File: config.mk
export PLATFORM = sky130hd
export DESIGN_NAME = sof_frame_timer
export DESIGN_NICKNAME = d
export VERILOG_FILES = /design/src/rtl/sof_timer_pkg.sv /design/src/rtl/interval_meter.sv /design/src/rtl/lock_tracker.sv /design/src/rtl/frame_downcounter.sv /design/src/rtl/sof_frame_timer.sv
export SDC_FILE = /design/constraint.sdc
export NUM_CORES = 1
export LEC_CHECK = 0
export ABC_AREA = 0
export CAP_MARGIN = 15
export CORE_AREA = 2 2 74 76
export DETAILED_ROUTE_END_ITERATION = 7
export DIE_AREA = 0 0 76 78
export HOLD_SLACK_MARGIN = 0.08
export PLACE_DENSITY = 0.71
export SLEW_MARGIN = 20
export SYNTH_ARGS = -nofsm -noshare
export SYNTH_HDL_FRONTEND = slang
export SYNTH_SLANG_ARGS = --single-unit
File: constraint.sdc
create_clock -name clk -period 3.3 [get_ports clk]
set_input_delay 0.66 -clock clk [delete_from_list [all_inputs] [get_ports clk]]
set_output_delay 0.66 -clock clk [all_outputs]
set_load 0.1 [all_outputs]
File: src/rtl/sof_timer_pkg.sv
package sof_timer_pkg;

  localparam int DEF_CNT_W = 14;

  // Source selected for the next frame timer value
  typedef enum logic [2:0] {
    FT_HOLD = 3'd0,
    FT_DEC  = 3'd1,
    FT_WRAP = 3'd2,
    FT_MEAS = 3'd3,
    FT_KEEP = 3'd4
  } ft_src_e;

endpackage

File: src/rtl/interval_meter.sv
module interval_meter #(
  parameter int CNT_W = sof_timer_pkg::DEF_CNT_W
) (
  input  logic             clk,
  input  logic             rst_n,
  input  logic             bit_en,
  input  logic             sof,
  input  logic             resume,
  output logic [CNT_W-1:0] meas,
  output logic             armed,
  output logic             rolled
);
  localparam logic [CNT_W-1:0] SAT_VAL = {CNT_W{1'b1}};

  logic [CNT_W-1:0] cur_q;
  logic             armed_q;

  always_ff @(posedge clk or negedge rst_n) begin
    if (!rst_n) begin
      cur_q   <= '0;
      armed_q <= 1'b0;
    end else if (resume) begin
      cur_q   <= '0;
      armed_q <= 1'b0;
    end else if (sof) begin
      cur_q   <= '0;
      armed_q <= 1'b1;
    end else if (bit_en && armed_q && (cur_q != SAT_VAL)) begin
      cur_q <= cur_q + 1'b1;
    end
  end

  assign meas   = cur_q;
  assign armed  = armed_q;
  assign rolled = (cur_q == SAT_VAL);

  AST_SATURATE_HOLDS: assert property (@(posedge clk) disable iff (!rst_n)
    (rolled && !sof && !resume) |=> rolled) else $error("saturation lost");
  AST_SOF_RESTARTS: assert property (@(posedge clk) disable iff (!rst_n)
    (sof && !resume) |=> (meas == '0 && armed)) else $error("sof restart");
  AST_RESUME_DISARMS: assert property (@(posedge clk) disable iff (!rst_n)
    resume |=> (!armed && meas == '0)) else $error("resume disarm");

endmodule

File: src/rtl/lock_tracker.sv
module lock_tracker (
  input  logic clk,
  input  logic rst_n,
  input  logic set_lock,
  input  logic resume,
  output logic locked
);
  logic lock_q;

  always_ff @(posedge clk or negedge rst_n) begin
    if (!rst_n)        lock_q <= 1'b0;
    else if (resume)   lock_q <= 1'b0;
    else if (set_lock) lock_q <= 1'b1;
  end

  assign locked = lock_q;

  AST_RESUME_UNLOCK: assert property (@(posedge clk) disable iff (!rst_n)
    resume |=> !locked) else $error("resume kept lock");
  AST_LOCK_SOURCE: assert property (@(posedge clk) disable iff (!rst_n)
    $rose(locked) |-> $past(set_lock)) else $error("lock without measurement");
  AST_LOCK_STICKY: assert property (@(posedge clk) disable iff (!rst_n)
    $fell(locked) |-> $past(resume)) else $error("lock dropped");

endmodule

File: src/rtl/frame_downcounter.sv
module frame_downcounter
  import sof_timer_pkg::*;
#(
  parameter int CNT_W = sof_timer_pkg::DEF_CNT_W
) (
  input  logic             clk,
  input  logic             rst_n,
  input  logic             bit_en,
  input  logic             load_meas,
  input  logic             load_keep,
  input  logic [CNT_W-1:0] meas,
  input  logic             locked,
  output logic [CNT_W-1:0] count,
  output logic             eof
);
  localparam logic [CNT_W-1:0] ONE = {{(CNT_W-1){1'b0}}, 1'b1};

  logic [CNT_W-1:0] cnt_q;
  logic [CNT_W-1:0] next_q;
  logic             eof_q;
  ft_src_e          src;

  always_comb begin
    if (load_meas)                      src = FT_MEAS;
    else if (load_keep)                 src = FT_KEEP;
    else if (bit_en && cnt_q == '0)     src = FT_WRAP;
    else if (bit_en)                    src = FT_DEC;
    else                                src = FT_HOLD;
  end

  always_ff @(posedge clk or negedge rst_n) begin
    if (!rst_n) begin
      cnt_q  <= '0;
      next_q <= '0;
    end else begin
      case (src)
        FT_MEAS: begin
          cnt_q  <= meas;
          next_q <= meas;
        end
        FT_KEEP: cnt_q <= next_q;
        FT_WRAP: cnt_q <= next_q;
        FT_DEC:  cnt_q <= cnt_q - 1'b1;
        default: cnt_q <= cnt_q;
      endcase
    end
  end

  always_ff @(posedge clk or negedge rst_n) begin
    if (!rst_n) eof_q <= 1'b0;
    else        eof_q <= locked && (src == FT_DEC) && (cnt_q == ONE);
  end

  assign count = cnt_q;
  assign eof   = eof_q;

  AST_SOF_WINS: assert property (@(posedge clk) disable iff (!rst_n)
    load_meas |=> (count == $past(meas))) else $error("sof load lost");
  AST_STEP_DOWN: assert property (@(posedge clk) disable iff (!rst_n)
    (bit_en && !load_meas && !load_keep && count != '0) |=> (count == $past(count) - 1'b1))
    else $error("bad decrement");
  AST_HOLD_IDLE: assert property (@(posedge clk) disable iff (!rst_n)
    (!bit_en && !load_meas && !load_keep) |=> $stable(count)) else $error("moved idle");
  AST_EOF_SINGLE: assert property (@(posedge clk) disable iff (!rst_n)
    eof |=> !eof) else $error("eof too long");

endmodule

File: src/rtl/sof_frame_timer.sv
module sof_frame_timer #(
  parameter int CNT_W = sof_timer_pkg::DEF_CNT_W
) (
  input  logic             clk,
  input  logic             rst_n,
  input  logic             bit_en,
  input  logic             sof_strobe,
  input  logic             resume_strobe,
  output logic [CNT_W-1:0] frame_count,
  output logic             locked,
  output logic             eof_pulse
);
  logic [CNT_W-1:0] meas;
  logic             armed;
  logic             rolled;
  logic             sof_ok;
  logic             load_meas;
  logic             load_keep;

  assign sof_ok    = sof_strobe && !resume_strobe && armed;
  assign load_meas = sof_ok && !rolled;
  assign load_keep = sof_ok && rolled;

  interval_meter #(.CNT_W(CNT_W)) u_meter (
    .clk    (clk),
    .rst_n  (rst_n),
    .bit_en (bit_en),
    .sof    (sof_strobe),
    .resume (resume_strobe),
    .meas   (meas),
    .armed  (armed),
    .rolled (rolled)
  );

  lock_tracker u_lock (
    .clk      (clk),
    .rst_n    (rst_n),
    .set_lock (load_meas),
    .resume   (resume_strobe),
    .locked   (locked)
  );

  frame_downcounter #(.CNT_W(CNT_W)) u_frame (
    .clk       (clk),
    .rst_n     (rst_n),
    .bit_en    (bit_en),
    .load_meas (load_meas),
    .load_keep (load_keep),
    .meas      (meas),
    .locked    (locked),
    .count     (frame_count),
    .eof       (eof_pulse)
  );

  AST_EOF_AT_ZERO: assert property (@(posedge clk) disable iff (!rst_n)
    eof_pulse |-> (frame_count == '0 && locked)) else $error("eof misplaced");
  AST_FIRST_SOF_NO_LOCK: assert property (@(posedge clk) disable iff (!rst_n)
    (sof_strobe && !armed && !locked) |=> !locked) else $error("locked early");
  AST_ROLLED_KEEPS_LOCK: assert property (@(posedge clk) disable iff (!rst_n)
    (load_keep && !locked) |=> !locked) else $error("locked on rollover");

endmodule

==> out/results.tsv <==
metric	value	unit
Syn-to-layout area delta	12.00	%
total setup buffers inserted after CTS	0	
Final Max Tran Viols	0	
predominant post-synthesis flop cell	dfrtp_1	
synthesized net count	260	
Starting Density	49.43	%
All-Layer GR Usage	21.10	%
final net count	277	
Hold Buf Count CTS	0	
Least-Margin Pin Slew	0.6303	ns
initial antenna violation count	0	
RR Endpoint	u_frame.count[13]$_DFFE_PN0P_	
Critical Path Max Stage Delay	0.51	ns
status	completed	
synth top area cells	dfrtp_1, mux2_2, nor2_1	
number of global-route vias before repair	1927	
DRT iter0 DRCs	146	
Detailed Place HPWL	4094	um
leakage	0.001178	uW
total CTS buffers	5	
share of cells above drive strength 1	17.41	%
global-route wire length before repair	9825	um
clk sink count	45	
Worst Setup Start Kind	flip-flop	
Critical Path, Cell by Cell	ha_1 -> and4_1 -> and4_1 -> nor2_4 -> a221oi_1 -> o22ai_1	
core area	5042	um2
Std-Cell Rows	26	
Hold Fails Final Rpt	0	
Die Footprint	5928	um2
Final setup violation count	0	
Critical-path top delay cell	and4_1	
die extent in x	76	um
# resized after CTS	0	
period utilization	76.05	%
final WL	5680	um
RR Startpoint	u_meter.meas[0]$_DFFE_PN0P_	
Post-Syn Area	2492	um2
final cell count without fillers	340	
Critical Path Fanout Max	18	
post-DR wirelength/cell	16.71	um
CP arrival	2.68	ns
Synth area leader	dfrtp_1	
Seq cells post-synth	45	
Max-cap violations	0	
CTS max path bufs	2	
GPL Wtd Cong	0.8892	
crit path time final	2.510	ns
Clk Latency, worst-skew pair	0.30	ns
DR pass1 iterations	5	
Clock Skew	0.009734	ns
DR vias/cell	5.835	
CTS tree	built	
RSZ-0062 raised after global routing	no	
Critical Path Sink	u_frame.count[13]$_DFFE_PN0P_	
H-tree levels	2	
Overflow after GRT	0	
worst r2r path cells	6	
antenna viol nets, final	0	
critical path data required time	3.47	ns
fmax	398.5	MHz
Synth async-reset ratio	100.0	%
setup TNS	0	ns
share of the synthesized area in the top cell type	45.18	%
yosys warns	0	
Crit. End Element	flip-flop	
PortBufs	20	
cell mode on critical path	and4_1	
die height	78	um
Pwr Density	520.7	nW/um2
Clk pin slew, worst setup/hold paths	0.08	ns
I/O pin count	21	
Netlist cell types	52	
HP Class	input pin to asynchronous set/reset pin	
reg2reg setup slack	0.79	ns
kind of critical path	flip-flop to flip-flop	
Syn Area/Cell	9.890	um2
Residual DRC	0	
placed cells	332	
Post-synth EDFFs	0	
Max VDD drop	0.2315	mV
root buf cell	clkbuf_8	
synthesized instance count	252	
CP Launch Point	u_meter.meas[0]$_DFFE_PN0P_	
DR vias	1984	
largest net degree at the start of global routing	46	
Ant. Diodes	0	
register area share after synthesis	45.18	%
Rel. slew slack	57.59	%
==> per-layer routing <==
layer  track usage [%]  share of wire [%]
met1             29.94                 49
met2             32.86                 45
met3             4.070                4.6
met4             6.545                1.2
met5                 0                  0
==> critical path: cells and delay by family, from the launching register on <==
kind | cells | cell delay (ns)
simple gates | 3 | 1.00
compound gates | 2 | 0.63
flops | 1 | 0.44
fa+ha+maj | 1 | 0.31
==> report_power, final <==
part           switching [uW]  leakage [uW]  internal, uW
sequential               56.0      0.000599           586
clock                     185     0.0000542           189
combinational             326      0.000525           111
==> final cells by class <==
class,count,area [um2]
multi-input combinational,189,1281
inverter,6,22.52
fill,462,2251
clock buffer,7,96.34
timing repair buffer,22,172.7
clock inverter,1,5.005
sequential,45,1126
tap,70,87.58
==> how the worst min path moves through the flow <==
stage | start | endpoint | slack [ns] | depth (start not counted)
6_report | rst_n | u_frame.eof$_DFF_PN0_ | 0.34 | 1
5_1_grt | rst_n | u_frame.eof$_DFF_PN0_ | 0.40 | 1
4_1_cts | u_frame.next_q[13]$_DFFE_PN0N_ | u_frame.next_q[13]$_DFFE_PN0N_ | 0.50 | 1
3_5_place_dp | u_frame.next_q[1]$_DFFE_PN0N_ | u_frame.count[1]$_DFFE_PN0P_ | 0.48 | 2
3_3_place_gp | u_frame.next_q[1]$_DFFE_PN0N_ | u_frame.count[1]$_DFFE_PN0P_ | 0.47 | 2
2_1_floorplan | rst_n | u_frame.count[0]$_DFFE_PN0P_ | 0.36 | 0
==> stage by stage <==
step                setup WS [ns]  utilization (%)  hold WS, ns  total power [uW]  cell area [um2]
floorplan                  0.7772                -       0.3644             981.4             2492
global placement           0.6921            53.30       0.4659              1086             2688
detailed placement         0.6325            53.30       0.4798              1089             2688
CTS                        0.8025            55.31       0.5016              1460             2789
global route               0.6230            55.36       0.3951              1526             2791
finish                     0.7904            55.36       0.3408              1453             2791
==> layout by cell type (no fill, tap or decap), types with 3 or more instances in the layout <==
master	n
dfrtp_1	45
nor2_1	29
buf_4	19
nand2_1	15
o21ai_0	13
mux2_2	10
xor2_1	9
a21oi_1	8
nor3_1	7
nand4_1	7
nand3_1	7
and4_1	7
a22oi_1	7
clkbuf_8	7
inv_1	6
nor4_1	6
nor3b_1	5
xnor2_1	5
and2_1	4
o31ai_1	4
a221oi_1	3
or2_2	3
o22ai_1	3
or4_1	3
o211ai_1	3
a211oi_1	3
ha_1	3
clkdlybuf4s50_1	3
==> cells in the mapped netlist (all sizes together), types with 2 or more instances <==
library cell  instances
o22a                  2
a22oi                 7
or4                   3
o22ai                 4
clkbuf                7
nor3b                 5
xor2                  9
a21oi                 8
and4                  7
nand2                16
or3                   2
or2                   3
nor2                 30
ha                    3
o31ai                 4
mux2                 10
o21ai                13
nor3                  7
buf                   5
dfrtp                45
a211oi                3
and2                  4
o211ai                3
xnor2                 5
nor4                  6
a22o                  2
inv                   6
nand4                 7
nand3                 8
mux2i                 2
a221oi                3
==> cells by family after synthesis <==
logic type | after synthesis | synth area share [%]
fa+ha+maj | 3 | 1.506
simple gates | 103 | 22.99
xor+xnor | 14 | 4.920
mux | 12 | 5.321
buf+inv | 18 | 3.413
flops | 45 | 45.18
compound gates | 57 | 16.67
==> state kept, by name, summed over array words and instances (netlist names) <==
name and count:
u_frame.next_q 14, u_frame.count 14, u_meter.armed 1, u_meter.meas 14, u_frame.eof 1, u_lock.locked 1
Power figures use the tool's default switching activity.
